File: src/rtl/pacer_pkg.sv
package pacer_pkg;

    localparam int NUM_CHAMBERS = 2;
    localparam int CH_ATR       = 0;
    localparam int CH_VEN       = 1;

    typedef enum logic [2:0] {
        ST_RELOAD_ATR = 3'd0,
        ST_WAIT_ATR   = 3'd1,
        ST_PACE_ATR   = 3'd2,
        ST_RELOAD_VEN = 3'd3,
        ST_WAIT_VEN   = 3'd4,
        ST_PACE_VEN   = 3'd5
    } pace_state_e;

    // Counter width needed to hold a given reload count
    function automatic int count_width(input int ticks);
        return (ticks < 2) ? 1 : $clog2(ticks + 1);
    endfunction

endpackage

File: src/rtl/pace_countdown.sv
module pace_countdown #(
    parameter int RELOAD_TICKS = 40_000_000
) (
    input  logic clk,
    input  logic rst,
    input  logic reload,
    output logic at_zero
);
    localparam int CW = pacer_pkg::count_width(RELOAD_TICKS);
    localparam logic [CW-1:0] LOAD_VAL = CW'(RELOAD_TICKS);

    logic [CW-1:0] remaining;

    always_ff @(posedge clk) begin
        if (rst || reload) begin
            remaining <= LOAD_VAL;
        end else if (remaining != '0) begin
            remaining <= remaining - 1'b1;
        end
    end

    assign at_zero = (remaining == '0);
endmodule

File: src/rtl/pacer_fsm.sv
module pacer_fsm
    import pacer_pkg::*;
(
    input  logic                    clk,
    input  logic                    rst,
    input  logic [NUM_CHAMBERS-1:0] sense,
    input  logic [NUM_CHAMBERS-1:0] tmr_zero,
    output logic [NUM_CHAMBERS-1:0] tmr_reload,
    output logic [NUM_CHAMBERS-1:0] pace,
    output pace_state_e             state
);
    pace_state_e nxt;

    always_ff @(posedge clk) begin
        if (rst) state <= ST_RELOAD_ATR;
        else     state <= nxt;
    end

    always_comb begin
        nxt = state;
        unique case (state)
            ST_RELOAD_ATR: nxt = ST_WAIT_ATR;
            ST_WAIT_ATR: begin
                if (sense[CH_ATR])         nxt = ST_RELOAD_VEN;
                else if (tmr_zero[CH_ATR]) nxt = ST_PACE_ATR;
            end
            ST_PACE_ATR:   nxt = ST_RELOAD_VEN;
            ST_RELOAD_VEN: nxt = ST_WAIT_VEN;
            ST_WAIT_VEN: begin
                if (sense[CH_VEN])         nxt = ST_RELOAD_ATR;
                else if (tmr_zero[CH_VEN]) nxt = ST_PACE_VEN;
            end
            ST_PACE_VEN:   nxt = ST_RELOAD_ATR;
            default:       nxt = ST_RELOAD_ATR;
        endcase
    end

    always_comb begin
        tmr_reload = '0;
        pace       = '0;
        case (state)
            ST_RELOAD_ATR: tmr_reload[CH_ATR] = 1'b1;
            ST_RELOAD_VEN: tmr_reload[CH_VEN] = 1'b1;
            ST_PACE_ATR:   pace[CH_ATR]       = 1'b1;
            ST_PACE_VEN:   pace[CH_VEN]       = 1'b1;
            default: ;
        endcase
    end
endmodule

File: src/rtl/dual_chamber_pacer.sv
module dual_chamber_pacer
    import pacer_pkg::*;
#(
    parameter int RELOAD_TICKS = 40_000_000
) (
    input  logic clk,
    input  logic rst,
    input  logic sense_atr,
    input  logic sense_ven,
    output logic pace_atr,
    output logic pace_ven
);
    logic [NUM_CHAMBERS-1:0] sense_vec;
    logic [NUM_CHAMBERS-1:0] tmr_zero;
    logic [NUM_CHAMBERS-1:0] tmr_reload;
    logic [NUM_CHAMBERS-1:0] pace_vec;
    pace_state_e             fsm_state;

    assign sense_vec[CH_ATR] = sense_atr;
    assign sense_vec[CH_VEN] = sense_ven;

    for (genvar ch = 0; ch < NUM_CHAMBERS; ch++) begin : g_timer
        pace_countdown #(.RELOAD_TICKS(RELOAD_TICKS)) tmr_i (
            .clk     (clk),
            .rst     (rst),
            .reload  (tmr_reload[ch]),
            .at_zero (tmr_zero[ch])
        );
    end

    pacer_fsm fsm_i (
        .clk        (clk),
        .rst        (rst),
        .sense      (sense_vec),
        .tmr_zero   (tmr_zero),
        .tmr_reload (tmr_reload),
        .pace       (pace_vec),
        .state      (fsm_state)
    );

    assign pace_atr = pace_vec[CH_ATR];
    assign pace_ven = pace_vec[CH_VEN];
endmodule

File: config.mk
export PLATFORM = sky130hd
export DESIGN_NAME = dual_chamber_pacer
export DESIGN_NICKNAME = d
export VERILOG_FILES = /design/src/rtl/pacer_pkg.sv /design/src/rtl/pace_countdown.sv /design/src/rtl/pacer_fsm.sv /design/src/rtl/dual_chamber_pacer.sv
export SDC_FILE = /design/constraint.sdc
export NUM_CORES = 1
export LEC_CHECK = 0
export BUFFER_PORTS_ARGS = -buffer_cell sky130_fd_sc_hd__clkbuf_2
export CORE_MARGIN = 1.5
export CORE_UTILIZATION = 45
export DETAILED_ROUTE_END_ITERATION = 8
export PLACE_DENSITY = 0.71
export SYNTH_ARGS = -nofsm -noshare
export SYNTH_HDL_FRONTEND = slang
export SYNTH_SLANG_ARGS = --single-unit
export TNS_END_PERCENT = 10
File: constraint.sdc
create_clock -name clk -period 2.7 [get_ports clk]
set_clock_uncertainty 0.15 [all_clocks]
set_input_delay 0.405 -clock clk [delete_from_list [all_inputs] [get_ports clk]]
set_output_delay 0.405 -clock clk [all_outputs]
set_load 0.02 [all_outputs]
# Word-level counts from Yosys, hierarchy flattened
# Cells that the tools add are included.
[word_totals] reg_bits=55 in_bits=4 word_cells=29
[classes] add_sub_neg=2 eq_ne=7 mux=9 n_reduce_logical=8
[ops] cell="$logic_not 26->1" n=2
[ops] cell="$reduce_bool 26->1" n=2
[ops] cell="$sub 26x1->26 const B" n=2
[ops] cell="$pmux 3 s5" n=1
[ops] cell="$mux 3" n=4
[ops] cell="$eq 3x2->1 const B" n=2
[ops] cell="$eq 3x3->1 const B" n=2
[ops] cell="$ne 3x3->1 const B" n=2
[ops] cell="$mux 1" n=4
[ops] cell="$eq 3x1->1 const B" n=1
[ops] cell="$logic_not 3->1" n=1
[ops] cell="$logic_or 1x1->1" n=2
[ops] cell="$reduce_and 2->1" n=1

# Longest topological paths before layout
[logic_depth] word_depth=4 depth_mapped=9 depth_no_buf=7

# By module
# A second synthesis with hierarchy kept.
[hier_totals] hier_cells=314 hier_area_um2=2797.7
[by_module_without_submodules] mod="pace_countdown" instances=2 cells_each=148 area_per_inst_um2=1315.0 seq_area_each_um2=520.5
[by_module_without_submodules] mod="pacer_fsm" instances=1 cells_each=18 area_per_inst_um2=167.7 seq_area_each_um2=60.1

# Least setup slack after synthesis
# OpenSTA, ideal clock, no wires.
[synth_timing] path_kind="register to register" startpoint="register g_timer[0].tmr_i.remaining[14]" endpoint="register g_timer[0].tmr_i.remaining[2]" setup_ps=116 t_arrival_ps=1918 setup_slack_ps=516 stages_incl_launch_ff=8 path_buffers=3 synth_period_minus_slack_ps=2184 path_cell_list="dfxtp_1 -> or4_1 -> clkbuf_1 -> nor4_2 -> buf_4 -> nand3_4 -> buf_6 -> a31o_2"
[synth_between] elab_chain_len=1
[synth_lines] element="start: declaration" line="pace_countdown.sv:12" text="logic [CW-1:0] remaining;"
[synth_lines] element="start signal: assignment" line="pace_countdown.sv:18" text="remaining <= remaining - 1'b1;"
[synth_lines] element="$reduce_bool 26->1" line="pace_countdown.sv:17" text="end else if (remaining != '0) begin"
# Every way passes these cells.
# A chain may end at the register's enable or synchronous reset.

# Worst setup path after layout
[layout_timing] startpoint="register g_timer[0].tmr_i.remaining[14]" endpoint="register g_timer[0].tmr_i.remaining[23]"
[layout_between] elab_chain_len=1 elab_cells_between_ends=2 classes_between="add/sub (1); reduce/logical (1)"
[layout_lines] element="$sub 26x1->26 or $reduce_bool 26->1 (tied branches)" line="pace_countdown.sv:18, pace_countdown.sv:17"
# Several ways; a longest one is shown, not always the timed one.

==> results.json <==
{
  "finalSetupViolations": 0,
  "synth_edf_count": 0,
  "drive_above_1_share_pct": 13.6,
  "layout.nets": 344,
  "clkTransAtPathRegs_ps": 100,
  "pre_cts_ws_ps": 274,
  "timing.final.crit_period_ps": 2440,
  "irDropWorstVdd_uv": 421,
  "grt.overflow.total": 0,
  "ys_async_sr_fraction_pct": 0,
  "rsz0062_at_grt": "no",
  "combPwrFrac_pct": 18.8,
  "core_area_um2": 5990,
  "row_count": 28,
  "postCtsSetupBuffers": 0,
  "gr-usage-met2_pct": 27.6,
  "arrival_ps": 2530,
  "syn-cell-area_um2": 2830,
  "gr-usage-all-layers_pct": 17.3,
  "fp.dieW_um": 82.3,
  "viasPerCell": 5.72,
  "drtIter0Drc": 76,
  "slew_headroom_pct": 48.2,
  "cts_tree": "yes",
  "p_per_area_nw_per_um2": 596,
  "status": "finished, final reports clean",
  "clock_latency_ps": 310,
  "path_max_fanout": 12,
  "synth_nets": 336,
  "maxCapViolCount": 0,
  "vias": 2369,
  "gp_congestion": 0.833,
  "dp_cells": 406,
  "r2r_slack_ps": 260,
  "antenna_found_initial": 0,
  "critPathSlowestCell": "or4_1",
  "die_h_um": 82.3,
  "fmax_mhz": 410,
  "synthesis.instances": 330,
  "cts_hold_buf": 0,
  "p_int_mw": 1.30,
  "dieArea_um2": 6780,
  "crit_family": "simple AND/OR/NAND/NOR gates",
  "yosysSeqAreaShare_pct": 38.9,
  "synth.most_common_cell": "dfxtp_1",
  "ys_types": 54,
  "synth_top_cells_by_count": "dfxtp_1, nor2_1, a21oi_1, nand2_1, o21ai_0",
  "leakagePower_nw": 1.04,
  "grt_max_degree": 19,
  "synthToLayoutAreaGrowth_pct": 8.17,
  "path_buf_inv": 1,
  "timing.hold.ws_ps": 200,
  "synth_top_area_cell": "dfxtp_1",
  "finalSetupTns_ps": 0,
  "first_global_vias": 2019,
  "avgSynthCellArea_um2": 8.58,
  "cts_buffer_depth": 2,
  "grt_util_met3_pct": 3.52,
  "critPathRequiredTime_ps": 2790,
  "cts.htree.levels": 2,
  "period_share_pct": 90.2,
  "worst_pin_slew_ps": 777,
  "maxSlewViolCount": 0,
  "p_clk_share_pct": 29.9,
  "pwr-share-seq_pct": 51.3,
  "hpwl_um": 3860,
  "critPathLaunchType": "register",
  "root_buffer": "clkbuf_8",
  "endpoint_kind": "register",
  "grt_pass1_wl_um": 9120,
  "synth-seq-cells": 55,
  "cts_num_sinks": 55,
  "n_antenna_cell": 0,
  "netlist_top_cells_area": "dfxtp_1, nor2_1, a21oi_1",
  "final.fill_count": 572,
  "port_buffers": 5,
  "power_switching_mw": 0.528,
  "cp_slowest_stage_delay_ps": 660,
  "ctsResizeCount": 0,
  "drc": 0,
  "synth_largest_type_area_fraction_pct": 38.9,
  "drt_first_pass_iters": 4,
  "setup_ws_ps": 264,
  "cts-buffers-inserted": 5,
  "postRouteAntennaNets": 0,
  "grt.busiest_layer": "met2",
  "met1_usage_pct": 23.1,
  "ys.flop_type": "dfxtp_1",
  "sw_frac_of_total_pct": 28.9,
  "hold_viol_final": 0,
  "yosysWarnings": 0,
  "hp-class": "in2reg",
  "wl_um": 5430,
  "start_util_pct": 47.3,
  "fin_cells": 414,
  "io_pins": 6,
  "cp_cell_sequence": "or4_1 > nor4_2 > and3_1 > buf_4 > o21ai_0 > a21oi_1",
  "wl_per_cell_um": 13.1,
  "worstSetupPathType": "reg2reg"
}
cells by family after synthesis:
kind of cell,count (synthesis),synth area share [%]
xor gates and xnor gates,23,7.11
buffers and inverters,22,3.98
muxes,2,0.707
AOI/OAI and AO/OA,68,15.9
and+or+nand+nor,158,32.6
DFF,55,38.9
adders and majority gates,2,0.883
per-stage QoR:
stage / power, mW / util [%] / cell area (um^2)
floorplan: 1.22 / - / 2830
global placement: 1.29 / 49.3 / 2950
detailed placement: 1.30 / 49.3 / 2950
CTS: 1.85 / 51.1 / 3060
global route: 1.93 / 51.1 / 3060
finish: 1.83 / 51.1 / 3060
power by group through the flow:
stage / combinational, mW / clock, mW / sequential [mW]
CTS: 0.343 / 0.570 / 0.936
finish: 0.343 / 0.546 / 0.937
floorplan: 0.283 / 0 / 0.936
global placement: 0.337 / 0 / 0.952
global route: 0.384 / 0.599 / 0.946
detailed placement: 0.341 / 0 / 0.955
routing by layer:
layer | up-vias | routed length, um
met3 | 5 | 157
li1 | 1228 | -
met1 | 1108 | 2720
met2 | 28 | 2510
met4 | 0 | 50
met5 | - | 0
state kept, by name, summed over array words and instances (netlist names):
register,cells
fsm_i.state,3
g_timer.tmr_i.remaining,52
cells in the final DEF, fill, tap and decap left out, types with 12 or more instances in the layout:
cell,synthesis,layout
a21oi_1,24,24
buf_4,1,12
dfxtp_1,55,55
nand2_1,22,22
nor2_1,38,38
nor3_1,14,14
o21ai_0,17,17
or3_1,14,14
xnor2_1,12,12
area by class of cell:
class	instances	area (um^2)	share of cell area [%]
multi-input combinational	253	1620	52.8
clock inverter	3	43.8	1.43
tap	75	93.8	3.06
inverter	6	22.5	0.735
timing repair buffer	17	115	3.76
sequential	55	1100	35.9
clock buffer	5	68.8	2.25
path summary, 6_finish.rpt:
check / from / end / depth (start not counted)
setup / recovery: g_timer[0].tmr_i.remaining[14] / g_timer[0].tmr_i.remaining[23] / 6
hold / removal: rst / fsm_i.state[2] / 2
setup reg to reg: g_timer[0].tmr_i.remaining[14] / g_timer[0].tmr_i.remaining[23] / 6
hold reg to reg: g_timer[1].tmr_i.remaining[6] / g_timer[1].tmr_i.remaining[6] / 2
worst register-to-register path: stages, from the launching register on:
cell and delay, ps:
dfxtp_1 350, or4_1 660, nor4_2 310, and3_1 460, buf_4 220, o21ai_0 90, a21oi_1 120
Power figures use the tool's default switching activity.
